--- src/rtl/chan_ctl_pkg.sv ---
package chan_ctl_pkg;

  typedef enum logic {
    MODE_REG = 1'b0,
    MODE_PKT = 1'b1
  } chan_mode_e;

  typedef enum logic [2:0] {
    SEL_NONE,
    SEL_CTL0,
    SEL_CTL1,
    SEL_DOOR,
    SEL_BASE_LO,
    SEL_BASE_HI,
    SEL_EXP
  } reg_sel_e;

  // offsets inside a channel window
  localparam logic [15:0] OFS_CTL0    = 16'h0900;
  localparam logic [15:0] OFS_CTL1    = 16'h0901;
  localparam logic [15:0] OFS_DOOR    = 16'h0A00;
  localparam logic [15:0] OFS_BASE_LO = 16'h0710;
  localparam logic [15:0] OFS_BASE_HI = 16'h0714;
  localparam logic [15:0] OFS_EXP     = 16'h0718;

  // control bit positions
  localparam int CTL0_REG_BIT = 1;
  localparam int CTL0_CLR_BIT = 2;
  localparam int CTL1_PHY_BIT = 1;
  localparam int CTL1_CHN_BIT = 4;

  localparam logic [31:0] DOOR_RUN = 32'h0000_0107;

endpackage

--- src/rtl/chan_addr_dec.sv ---
module chan_addr_dec
  import chan_ctl_pkg::*;
#(
  parameter int ADDR_W   = 16,
  parameter int WIN_LOG2 = 14,
  parameter int CHAN_ID  = 0
) (
  input  logic [ADDR_W-1:0] addr,
  output reg_sel_e          sel
);
  localparam int CH_W = ADDR_W - WIN_LOG2;
  localparam logic [WIN_LOG2-1:0] L_CTL0 = WIN_LOG2'(OFS_CTL0);
  localparam logic [WIN_LOG2-1:0] L_CTL1 = WIN_LOG2'(OFS_CTL1);
  localparam logic [WIN_LOG2-1:0] L_DOOR = WIN_LOG2'(OFS_DOOR);
  localparam logic [WIN_LOG2-1:0] L_BLO  = WIN_LOG2'(OFS_BASE_LO);
  localparam logic [WIN_LOG2-1:0] L_BHI  = WIN_LOG2'(OFS_BASE_HI);
  localparam logic [WIN_LOG2-1:0] L_EXP  = WIN_LOG2'(OFS_EXP);

  logic                in_win;
  logic [WIN_LOG2-1:0] ofs;

  always_comb begin
    in_win = (addr[ADDR_W-1:WIN_LOG2] == CH_W'(CHAN_ID));
    ofs    = addr[WIN_LOG2-1:0];
    sel    = SEL_NONE;
    if (in_win) begin
      case (ofs)
        L_CTL0:  sel = SEL_CTL0;
        L_CTL1:  sel = SEL_CTL1;
        L_DOOR:  sel = SEL_DOOR;
        L_BLO:   sel = SEL_BASE_LO;
        L_BHI:   sel = SEL_BASE_HI;
        L_EXP:   sel = SEL_EXP;
        default: sel = SEL_NONE;
      endcase
    end
  end

  // a selected register always lies in this channel's window
  always_comb begin
    if (sel != SEL_NONE)
      a_r2_window_only: assert (addr[ADDR_W-1:WIN_LOG2] == CH_W'(CHAN_ID));
  end

endmodule

--- src/rtl/chan_mode_fsm.sv ---
module chan_mode_fsm
  import chan_ctl_pkg::*;
#(
  parameter int DATA_W = 32
) (
  input  logic              clk,
  input  logic              rst_n,
  input  logic              wr_en,
  input  reg_sel_e          sel,
  input  logic [DATA_W-1:0] wdata,
  input  logic              pkt_done,
  input  logic              err_evt,
  output chan_mode_e        mode,
  output logic              pkt_start,
  output logic              err_clr,
  output logic              phy_rst,
  output logic              chan_rst,
  output logic              err_flag
);
  chan_mode_e mode_q, mode_d;
  logic       mode_en;
  logic       start_q, start_d;
  logic       clr_q, clr_d;
  logic       phy_q, phy_d;
  logic       chn_q, chn_d;
  logic       err_q, err_d, err_en;

  logic ctl0_w, ctl1_w, door_w;
  logic want_reg, do_clr, do_phy, do_chn, do_run, done_hit;

  // next-state logic
  always_comb begin
    ctl0_w   = wr_en && (sel == SEL_CTL0);
    ctl1_w   = wr_en && (sel == SEL_CTL1);
    door_w   = wr_en && (sel == SEL_DOOR);
    want_reg = ctl0_w && wdata[CTL0_REG_BIT];
    do_clr   = ctl0_w && wdata[CTL0_CLR_BIT];
    do_phy   = ctl1_w && wdata[CTL1_PHY_BIT];
    do_chn   = ctl1_w && wdata[CTL1_CHN_BIT];
    do_run   = door_w && (wdata == DATA_W'(DOOR_RUN)) && (mode_q == MODE_REG);
    done_hit = pkt_done && (mode_q == MODE_PKT);

    mode_en = do_chn || want_reg || do_run || done_hit;
    if (do_chn || want_reg)      mode_d = MODE_REG;
    else if (do_run)             mode_d = MODE_PKT;
    else                         mode_d = MODE_REG;

    start_d = do_run && !do_chn;
    clr_d   = do_clr;
    phy_d   = do_phy;
    chn_d   = do_chn;

    err_en = err_evt || do_clr || do_chn;
    err_d  = !(do_clr || do_chn);
  end

  // registers
  always_ff @(posedge clk or negedge rst_n) begin
    if (!rst_n) begin
      mode_q  <= MODE_REG;
      start_q <= 1'b0;
      clr_q   <= 1'b0;
      phy_q   <= 1'b0;
      chn_q   <= 1'b0;
      err_q   <= 1'b0;
    end else begin
      if (mode_en) mode_q <= mode_d;
      if (err_en)  err_q  <= err_d;
      start_q <= start_d;
      clr_q   <= clr_d;
      phy_q   <= phy_d;
      chn_q   <= chn_d;
    end
  end

  assign mode      = mode_q;
  assign pkt_start = start_q;
  assign err_clr   = clr_q;
  assign phy_rst   = phy_q;
  assign chan_rst  = chn_q;
  assign err_flag  = err_q;

  a_r3_start_from_reg: assert property (@(posedge clk) disable iff (!rst_n)
    start_q |-> (mode_q == MODE_PKT) && ($past(mode_q) == MODE_REG));

  a_r4_no_double_start: assert property (@(posedge clk) disable iff (!rst_n)
    start_q |=> !start_q);

  a_r5_done_returns: assert property (@(posedge clk) disable iff (!rst_n)
    (mode_q == MODE_PKT && pkt_done) |=> (mode_q == MODE_REG));

  a_r9_chan_rst_effect: assert property (@(posedge clk) disable iff (!rst_n)
    chn_q |-> (mode_q == MODE_REG) && !err_q);

  a_r7_clear_wins: assert property (@(posedge clk) disable iff (!rst_n)
    clr_q |-> !err_q);

endmodule

--- src/rtl/chan_cfg_regs.sv ---
module chan_cfg_regs
  import chan_ctl_pkg::*;
#(
  parameter int DATA_W    = 32,
  parameter int EXP_W     = 8,
  parameter int EXP_RESET = 6
) (
  input  logic                clk,
  input  logic                rst_n,
  input  logic                wr_en,
  input  reg_sel_e            sel,
  input  logic [DATA_W-1:0]   wdata,
  output logic [2*DATA_W-1:0] base,
  output logic [EXP_W-1:0]    exp_val
);
  logic [DATA_W-1:0] lo_q, hi_q;
  logic [EXP_W-1:0]  exp_q;
  logic              lo_en, hi_en, exp_en;

  always_comb begin
    lo_en  = wr_en && (sel == SEL_BASE_LO);
    hi_en  = wr_en && (sel == SEL_BASE_HI);
    exp_en = wr_en && (sel == SEL_EXP);
  end

  always_ff @(posedge clk or negedge rst_n) begin
    if (!rst_n) begin
      lo_q  <= '0;
      hi_q  <= '0;
      exp_q <= EXP_W'(EXP_RESET);
    end else begin
      if (lo_en)  lo_q  <= wdata;
      if (hi_en)  hi_q  <= wdata;
      if (exp_en) exp_q <= wdata[EXP_W-1:0];
    end
  end

  assign base    = {hi_q, lo_q};
  assign exp_val = exp_q;

  a_r11_halves_apart: assert property (@(posedge clk) disable iff (!rst_n)
    (wr_en && sel == SEL_BASE_LO) |=> $stable(base[2*DATA_W-1:DATA_W]));

  a_r12_exp_hold: assert property (@(posedge clk) disable iff (!rst_n)
    !(wr_en && sel == SEL_EXP) |=> $stable(exp_val));

endmodule

--- src/rtl/chan_mode_ctl.sv ---
module chan_mode_ctl
  import chan_ctl_pkg::*;
#(
  parameter int ADDR_W    = 16,
  parameter int DATA_W    = 32,
  parameter int WIN_LOG2  = 14,
  parameter int CHAN_ID   = 0,
  parameter int EXP_W     = 8,
  parameter int EXP_RESET = 6
) (
  input  logic                clk,
  input  logic                rst_n,
  input  logic                wr_en,
  input  logic [ADDR_W-1:0]   addr,
  input  logic [DATA_W-1:0]   wdata,
  output logic [DATA_W-1:0]   rdata,
  input  logic                pkt_done,
  input  logic                err_evt,
  output logic                pkt_mode,
  output logic                pkt_start,
  output logic                err_clr,
  output logic                phy_rst,
  output logic                chan_rst,
  output logic                err_flag,
  output logic [2*DATA_W-1:0] cb_base,
  output logic [EXP_W-1:0]    cb_exp
);
  logic       rst_meta, rst_n_s;
  reg_sel_e   sel;
  chan_mode_e mode;

  // asynchronous assert, synchronous release
  always_ff @(posedge clk or negedge rst_n) begin
    if (!rst_n) begin
      rst_meta <= 1'b0;
      rst_n_s  <= 1'b0;
    end else begin
      rst_meta <= 1'b1;
      rst_n_s  <= rst_meta;
    end
  end

  chan_addr_dec #(.ADDR_W(ADDR_W), .WIN_LOG2(WIN_LOG2), .CHAN_ID(CHAN_ID)) u_dec (
    .addr (addr),
    .sel  (sel)
  );

  chan_mode_fsm #(.DATA_W(DATA_W)) u_fsm (
    .clk       (clk),
    .rst_n     (rst_n_s),
    .wr_en     (wr_en),
    .sel       (sel),
    .wdata     (wdata),
    .pkt_done  (pkt_done),
    .err_evt   (err_evt),
    .mode      (mode),
    .pkt_start (pkt_start),
    .err_clr   (err_clr),
    .phy_rst   (phy_rst),
    .chan_rst  (chan_rst),
    .err_flag  (err_flag)
  );

  chan_cfg_regs #(.DATA_W(DATA_W), .EXP_W(EXP_W), .EXP_RESET(EXP_RESET)) u_cfg (
    .clk     (clk),
    .rst_n   (rst_n_s),
    .wr_en   (wr_en),
    .sel     (sel),
    .wdata   (wdata),
    .base    (cb_base),
    .exp_val (cb_exp)
  );

  assign pkt_mode = (mode == MODE_PKT);

  // read mux
  always_comb begin
    rdata = '0;
    case (sel)
      SEL_CTL0:    rdata[CTL0_REG_BIT] = (mode == MODE_REG);
      SEL_BASE_LO: rdata = cb_base[DATA_W-1:0];
      SEL_BASE_HI: rdata = cb_base[2*DATA_W-1:DATA_W];
      SEL_EXP:     rdata = DATA_W'(cb_exp);
      default:     rdata = '0;
    endcase
  end

  // control-0 readback tracks the mode output
  always_comb begin
    if (sel == SEL_CTL0)
      a_r10_ctl0_mode: assert (rdata[CTL0_REG_BIT] == !pkt_mode);
  end

endmodule

--- config.mk ---
export PLATFORM = sky130hd
export DESIGN_NAME = chan_mode_ctl
export DESIGN_NICKNAME = d
export VERILOG_FILES = /design/src/rtl/chan_ctl_pkg.sv /design/src/rtl/chan_addr_dec.sv /design/src/rtl/chan_mode_fsm.sv /design/src/rtl/chan_cfg_regs.sv /design/src/rtl/chan_mode_ctl.sv
export SDC_FILE = /design/constraint.sdc
export NUM_CORES = 1
export LEC_CHECK = 0
export ABC_CLOCK_PERIOD_IN_PS = 5020
export BUFFER_PORTS_ARGS = -buffer_cell sky130_fd_sc_hd__buf_2
export CAP_MARGIN = 20
export CORE_MARGIN = 2
export CORE_UTILIZATION = 48
export DETAILED_ROUTE_END_ITERATION = 10
export HOLD_SLACK_MARGIN = 0.05
export PLACE_DENSITY = 0.8
export SYNTH_ARGS = -nofsm -noshare
export SYNTH_HDL_FRONTEND = slang
export SYNTH_HIERARCHICAL = 1
export SYNTH_SLANG_ARGS = --single-unit
--- constraint.sdc ---
create_clock -name clk -period 5.02 [get_ports clk]
set_clock_uncertainty 0.2 [all_clocks]
set_input_delay 1.004 -clock clk [delete_from_list [all_inputs] [get_ports clk]]
set_output_delay 1.004 -clock clk [all_outputs]
set_load 0.01 [all_outputs]
# After elaboration in Yosys (flattened, before gate mapping)
# Cells that the tools add are included.
# word_totals
register_bits,80
inputBits,53
output_inout_bits,110
elab_cells,55
# op_classes
n_eq_ne,13
muxes,7
bitwise,1
reduce_logical,23
# ops
op,n
30-bit case mux with 3 select lines,1
"14-bit by 11-bit equality test with 1-bit output, second input constant",3
"14-bit by 12-bit equality test with 1-bit output, second input constant",3
"32-bit by 9-bit equality test with 1-bit output, second input constant",1
3-bit case mux with 6 select lines,1
1-bit logical AND,14
"3-bit equality test, second input constant",3
"3-bit by 2-bit equality test with 1-bit output, second input constant",2
1-bit logical OR,6
1-bit case mux with 4 select lines,1
"3-bit by 1-bit equality test with 1-bit output, second input constant",1
3-bit 2-to-1 mux,1
1-bit case mux with 3 select lines,1
1-bit logical NOT,2
2-bit logical NOT,1
1-bit 2-to-1 mux,2
1-bit inverter,1

# Logic depth before layout (Yosys ltp)
# depth
ltp_word,9
mapped_depth,8
mapped_depth_nobuf,7

# Hierarchy
# The synthesis kept the hierarchy.
# modules_own_cells
mod,n_inst,cells_each,area_per_inst_um2,seq_area_each_um2
chan_cfg_regs,1,154,2856.5,1804.2
chan_mode_ctl,1,74,604.3,50.0
chan_mode_fsm,1,32,340.3,150.1
chan_addr_dec,1,18,140.1,0.0

# Worst setup path after synthesis
# OpenSTA, ideal clock, no wires.
# synth_timing
path_kind,input port to output port
start,in addr[5]
end,out rdata[10]
t_arrival_ns,3.182
required_time_ns,3.816
setup_slack_ns,0.634
stages,7
n_path_buf,1
cell_sequence,nor4_1 o211ai_1 a211oi_1 nand2b_4 nor2_4 buf_6 a22o_1
# synth_via
elab_chain_cells,5
word_cells_on_any_way,12
classes_between,eq/ne (9); mux (3)
# synth_rtl
item,line_no,text
from (decl),chan_mode_ctl.sv:14,"input logic [ADDR_W-1:0] addr,"
14-bit by 11-bit equality test with 1-bit output or 14-bit by 12-bit equality test with 1-bit output (tied branches),chan_addr_dec.sv:27,case (ofs)
3-bit case mux with 6 select lines *,chan_addr_dec.sv:27,
3-bit 2-to-1 mux *,chan_addr_dec.sv:26,if (in_win) begin
named net sel[1],chan_mode_ctl.sv:29,reg_sel_e sel;
3-bit equality test,chan_mode_ctl.sv:79,case (sel)
30-bit case mux with 3 select lines *,chan_mode_ctl.sv:79,
to (decl),chan_mode_ctl.sv:16,"output logic [DATA_W-1:0] rdata,"
# The timed path passes the listed nets; every way through them passes the cells marked *.

# Final worst setup path
# layout_timing
start,in addr[13]
end,out rdata[8]
# The elaborated chain is that of the path after synthesis.

==> results.md <==
Layout:
- The final instance count without filler cells is 553.
- The net total in the final layout is 497.
- The area growth from synthesis to layout is 27.7%.
- The diode insertion count for antenna repair is 0.
- Measured on the finished design, the core utilization comes to 0.622.
- Leaving out fill and tap cells, the most frequent cell in the layout is sky130_fd_sc_hd__buf_2.
- After filler insertion, the fill cell instance count of the layout stands at 689.
- Summing all non-filler instances in the final layout gives an area of 0.00503 sq mm.
- The share of post-route cells with drive strength above 1 is 0.609.
- The library cells used most frequently in the layout, excluding fill and tap cells, are 162 x sky130_fd_sc_hd__buf_2, 77 x sky130_fd_sc_hd__dfrtp_1, 42 x sky130_fd_sc_hd__mux2_2.

Floorplan:
- The area of the die is 0.00895 sq mm.
- The die is 94.6 microns tall.
- The boundary pin count is roughly 160.
- In this run the horizontal extent of the chip is 94.6 microns.
- In this run the standard cell core region covers 0.00809 sq mm.
- The number of standard-cell rows in the floorplan is 33.
- The initial standard-cell utilization of the core is 0.487.

GRT:
- The via count of the first global-routing pass came to 2905.
- The number of antenna violations at the first check in global routing is 0.
- For this run the aggregate overflow at the end of global routing stands at 0.
- Entering global routing, the biggest net connects slightly below 80 pins.
- The first-pass GRT wire length is 14.8 mm.
- For this run, the total global-route usage over all layers was measured as 0.219.

Logic synthesis:
- Counting flops with an async set or reset pin after synthesis yields a share of 1.00.
- The synthesized net count is 331.
- The sequential-to-total area share from yosys stat is 0.509.
- Averaged over all synthesized cells, the footprint is 14.2 sq um.
- Yosys printed 6 warnings.
- The synthesized design contains 80 register bits.
- The count of different cell masters after synthesis is 43.
- The gate count of the mapped netlist is ~280.
- The most used flip-flop cell after synthesis is sky130_fd_sc_hd__dfrtp_1.
- The biggest area consumer among synthesized cells is sky130_fd_sc_hd__dfrtp_1.
- Summing every instance area after synthesis gives 0.00394 sq mm.
- By area the synthesized netlist is led by sky130_fd_sc_hd__dfrtp_1 50%, sky130_fd_sc_hd__mux2_2 12%, sky130_fd_sc_hd__mux2_4 11%.
- Yosys mapped a number of flops with a built-in enable equal to 0.
- The share of synthesized area in the top cell type comes to 0.495.

Hold path:
- The path category of the worst min-delay check is reg2async.

STA:
- The count of final max-slew check failures is 0.
- The worst-case headroom to the max-slew limit is 0.579.
- The worst slack on hold paths is 0.128 ns.
- The minimum clock period after layout is between 4 and 5 ns.
- The total count of hold-check failures in the final report is 0.
- The total setup violations reported at the end of the flow is 0.
- The setup TNS after final layout is 0 ns.
- Setup repair after global routing left no endpoint under its margin.
- The top achievable clock speed is 223 MHz.
- Of the available clock period, the critical path in the final layout requires 0.892.
- At the pin with the least slew margin, the transition time is 0.630 ns.

Route:
- In the final routed layout, each cell accounts on average for around 18 microns.
- The average vias per placed instance is 5.47.
- The remaining routing DRC violations is 0.
- For this block, the initial DRC count from the detailed router was 61.
- The total wire length after detailed routing is 9.77 mm.
- The first detailed-routing pass took 4 iterations.
- The count of nets left with antenna violations once routing finished came out at 0.
- Summing over every cut layer, the via total after detailed routing is roughly 3000.

Setup path:
- The element type at the critical path start is an input pin.
- The startpoint identified for the worst register-to-register timing path is rst_n_s.
- In this run the critical register-to-register path is captured at u_cfg/lo_q[8].
- The cell depth of the worst flop-to-flop path is 1.
- The slack of the worst reg-to-reg path is 3.49 ns.
- The most critical setup path has its startpoint at addr[13].
- The peak fanout along the critical path is 24.
- The most critical setup path has its endpoint at rdata[8].
- Data on the critical path arrives at its endpoint at roughly 3.3 ns.
- The kind of critical path is in2out.
- The endpoint type of the worst setup path is an output pin.
- The required time at the worst-slack endpoint is 3.82 ns.

Clocking:
- The worst-skew pair later-pin latency is 0.34 ns.
- The depth of the CTS H-tree is 3.
- The CTS tree is built.
- The tree is rooted in a sky130_fd_sc_hd__clkbuf_8.
- Clock-pin slew was measured on the worst setup and hold paths at approximately 0.09 ns.
- Post-CTS timing repair inserted 0 buffers for setup.
- The number of clock buffers added by TritonCTS is 9.
- For this design, the sink count on the clock tree is 80.
- The buffer levels on the longest clock path is 2.
- The number of resized instances in the post-cts repair step is 0.

Pwr:
- The analysis attributes to cell leakage a power of 2.76 nW.
- The worst-case vdd ir drop is 0.000176 V.
- Power spread over the standard cell area amounts to 234 mW/mm^2.

Place:
- The count of buffers added on input and output ports is 162.
- The placement-stage cell area is 0.00480 sq mm.
- Detailed placement ended at an HPWL of ~7.0 mm.
- The final weighted congestion in routability-driven placement is 0.807.
- The number of placed instances, taps included is around 540.

Flow run:
- The total of max-cap violations is 0.

Run status:
- The run finished with clean final reports.
==> Yosys cell counts, types with 2 or more instances <==
cell type	n
sky130_fd_sc_hd__clkbuf_1	2
sky130_fd_sc_hd__nand3_1	5
sky130_fd_sc_hd__dfrtp_1	78
sky130_fd_sc_hd__nand3b_1	7
sky130_fd_sc_hd__nor2_1	4
sky130_fd_sc_hd__nand4b_2	2
sky130_fd_sc_hd__nor2b_1	4
sky130_fd_sc_hd__nor3_1	2
sky130_fd_sc_hd__dfstp_2	2
sky130_fd_sc_hd__buf_2	4
sky130_fd_sc_hd__nand2_1	3
sky130_fd_sc_hd__nand4_1	2
sky130_fd_sc_hd__buf_6	5
sky130_fd_sc_hd__and3b_1	3
sky130_fd_sc_hd__and4b_1	2
sky130_fd_sc_hd__mux2_2	42
sky130_fd_sc_hd__mux2i_1	7
sky130_fd_sc_hd__a22o_1	24
sky130_fd_sc_hd__o21ai_0	9
sky130_fd_sc_hd__nor4_1	3
sky130_fd_sc_hd__mux2_4	30
sky130_fd_sc_hd__nor4b_1	4
sky130_fd_sc_hd__buf_12	3
sky130_fd_sc_hd__nor4_2	2
sky130_fd_sc_hd__and2_1	9
sky130_fd_sc_hd__nor2_4	2
sky130_fd_sc_hd__o211ai_1	2
==> routing by layer <==
layer | share of wire | track usage | vias to the layer above | wire (microns)
li1 | - | - | 1372 | -
met3 | 0.061 | 0.0654 | 13 | 600
met5 | 0 | 0 | - | 0
met1 | 0.44 | 0.287 | 1525 | 4330
met4 | 0.013 | 0.0592 | 0 | 125
met2 | 0.48 | 0.356 | 115 | 4710
==> logic make-up (layout without fill, tap and decap cells) <==
logic type	after synthesis	count (layout)	share of synthesized area
xor+xnor	1	1	0.00222
mux	79	79	0.252
other cells	1	1	0.000951
flops	80	80	0.509
buf+inv	16	186	0.0394
compound gates	39	39	0.0787
simple gates	62	62	0.118
==> worst min path at each step <==
stage | start | to | depth (start not counted) | slack [ns]
after floorplan | rst_meta | rst_n_s | 0 | 0.13
after global placement | rst_meta | rst_n_s | 0 | 0.14
after CTS | rst_meta | rst_n_s | 0 | 0.16
after detailed placement | rst_meta | rst_n_s | 0 | 0.14
after global routing | rst_n_s | u_cfg/lo_q[9] | 1 | 0.17
final | rst_n_s | u_cfg/lo_q[9] | 1 | 0.13
==> power by group <==
group	total [mW]	internal [mW]	switching, mW	leakage, nW
combinational	0.0565	0.0225	0.0340	1.56
sequential	0.646	0.645	0.000938	1.10
clock	0.476	0.241	0.236	0.102
==> sequential cells by signal (all words and copies together), names as in the netlist <==
register	count
rst_meta	1
rst_n_s	1
u_cfg/exp_val	8
u_cfg/hi_q	32
u_cfg/lo_q	32
u_fsm/chan_rst	1
u_fsm/err_clr	1
u_fsm/err_flag	1
u_fsm/mode	1
u_fsm/phy_rst	1
u_fsm/pkt_start	1
==> stage by stage <==
step | total power, mW | setup slack [ns]
floorplan | 0.674 | 0.634
global placement | 0.711 | 0.653
detailed placement | 0.713 | 0.572
CTS | 1.19 | 0.570
global route | 1.23 | 0.443
finish | 1.18 | 0.542
==> what timing repair did <==
action | CTS | global route
hold buffers | 0 | 1
endpoints found under the setup margin | 0 | 0
hold endpoints to repair | 0 | 14
==> critical path: stages <==
cell and delay, ns:
sky130_fd_sc_hd__buf_2 0.09, sky130_fd_sc_hd__or4_4 0.55, sky130_fd_sc_hd__or3_1 0.38, sky130_fd_sc_hd__a211oi_2 0.28
sky130_fd_sc_hd__nand2b_4 0.12, sky130_fd_sc_hd__nor2_4 0.47, sky130_fd_sc_hd__a22o_1 0.24, sky130_fd_sc_hd__buf_2 0.13
==> layout make-up <==
cell class                 instances  area (sq um)  share of cell area
sequential                        80          2010               0.399
inverter                           1          3.75            0.000746
timing repair buffer             170           906               0.180
clock inverter                     5          57.6              0.0114
multi-input combinational        182          1790               0.356
clock buffer                      10           138              0.0273
tap                              105           131              0.0261
No activity file was read; power rests on OpenSTA's default activity.
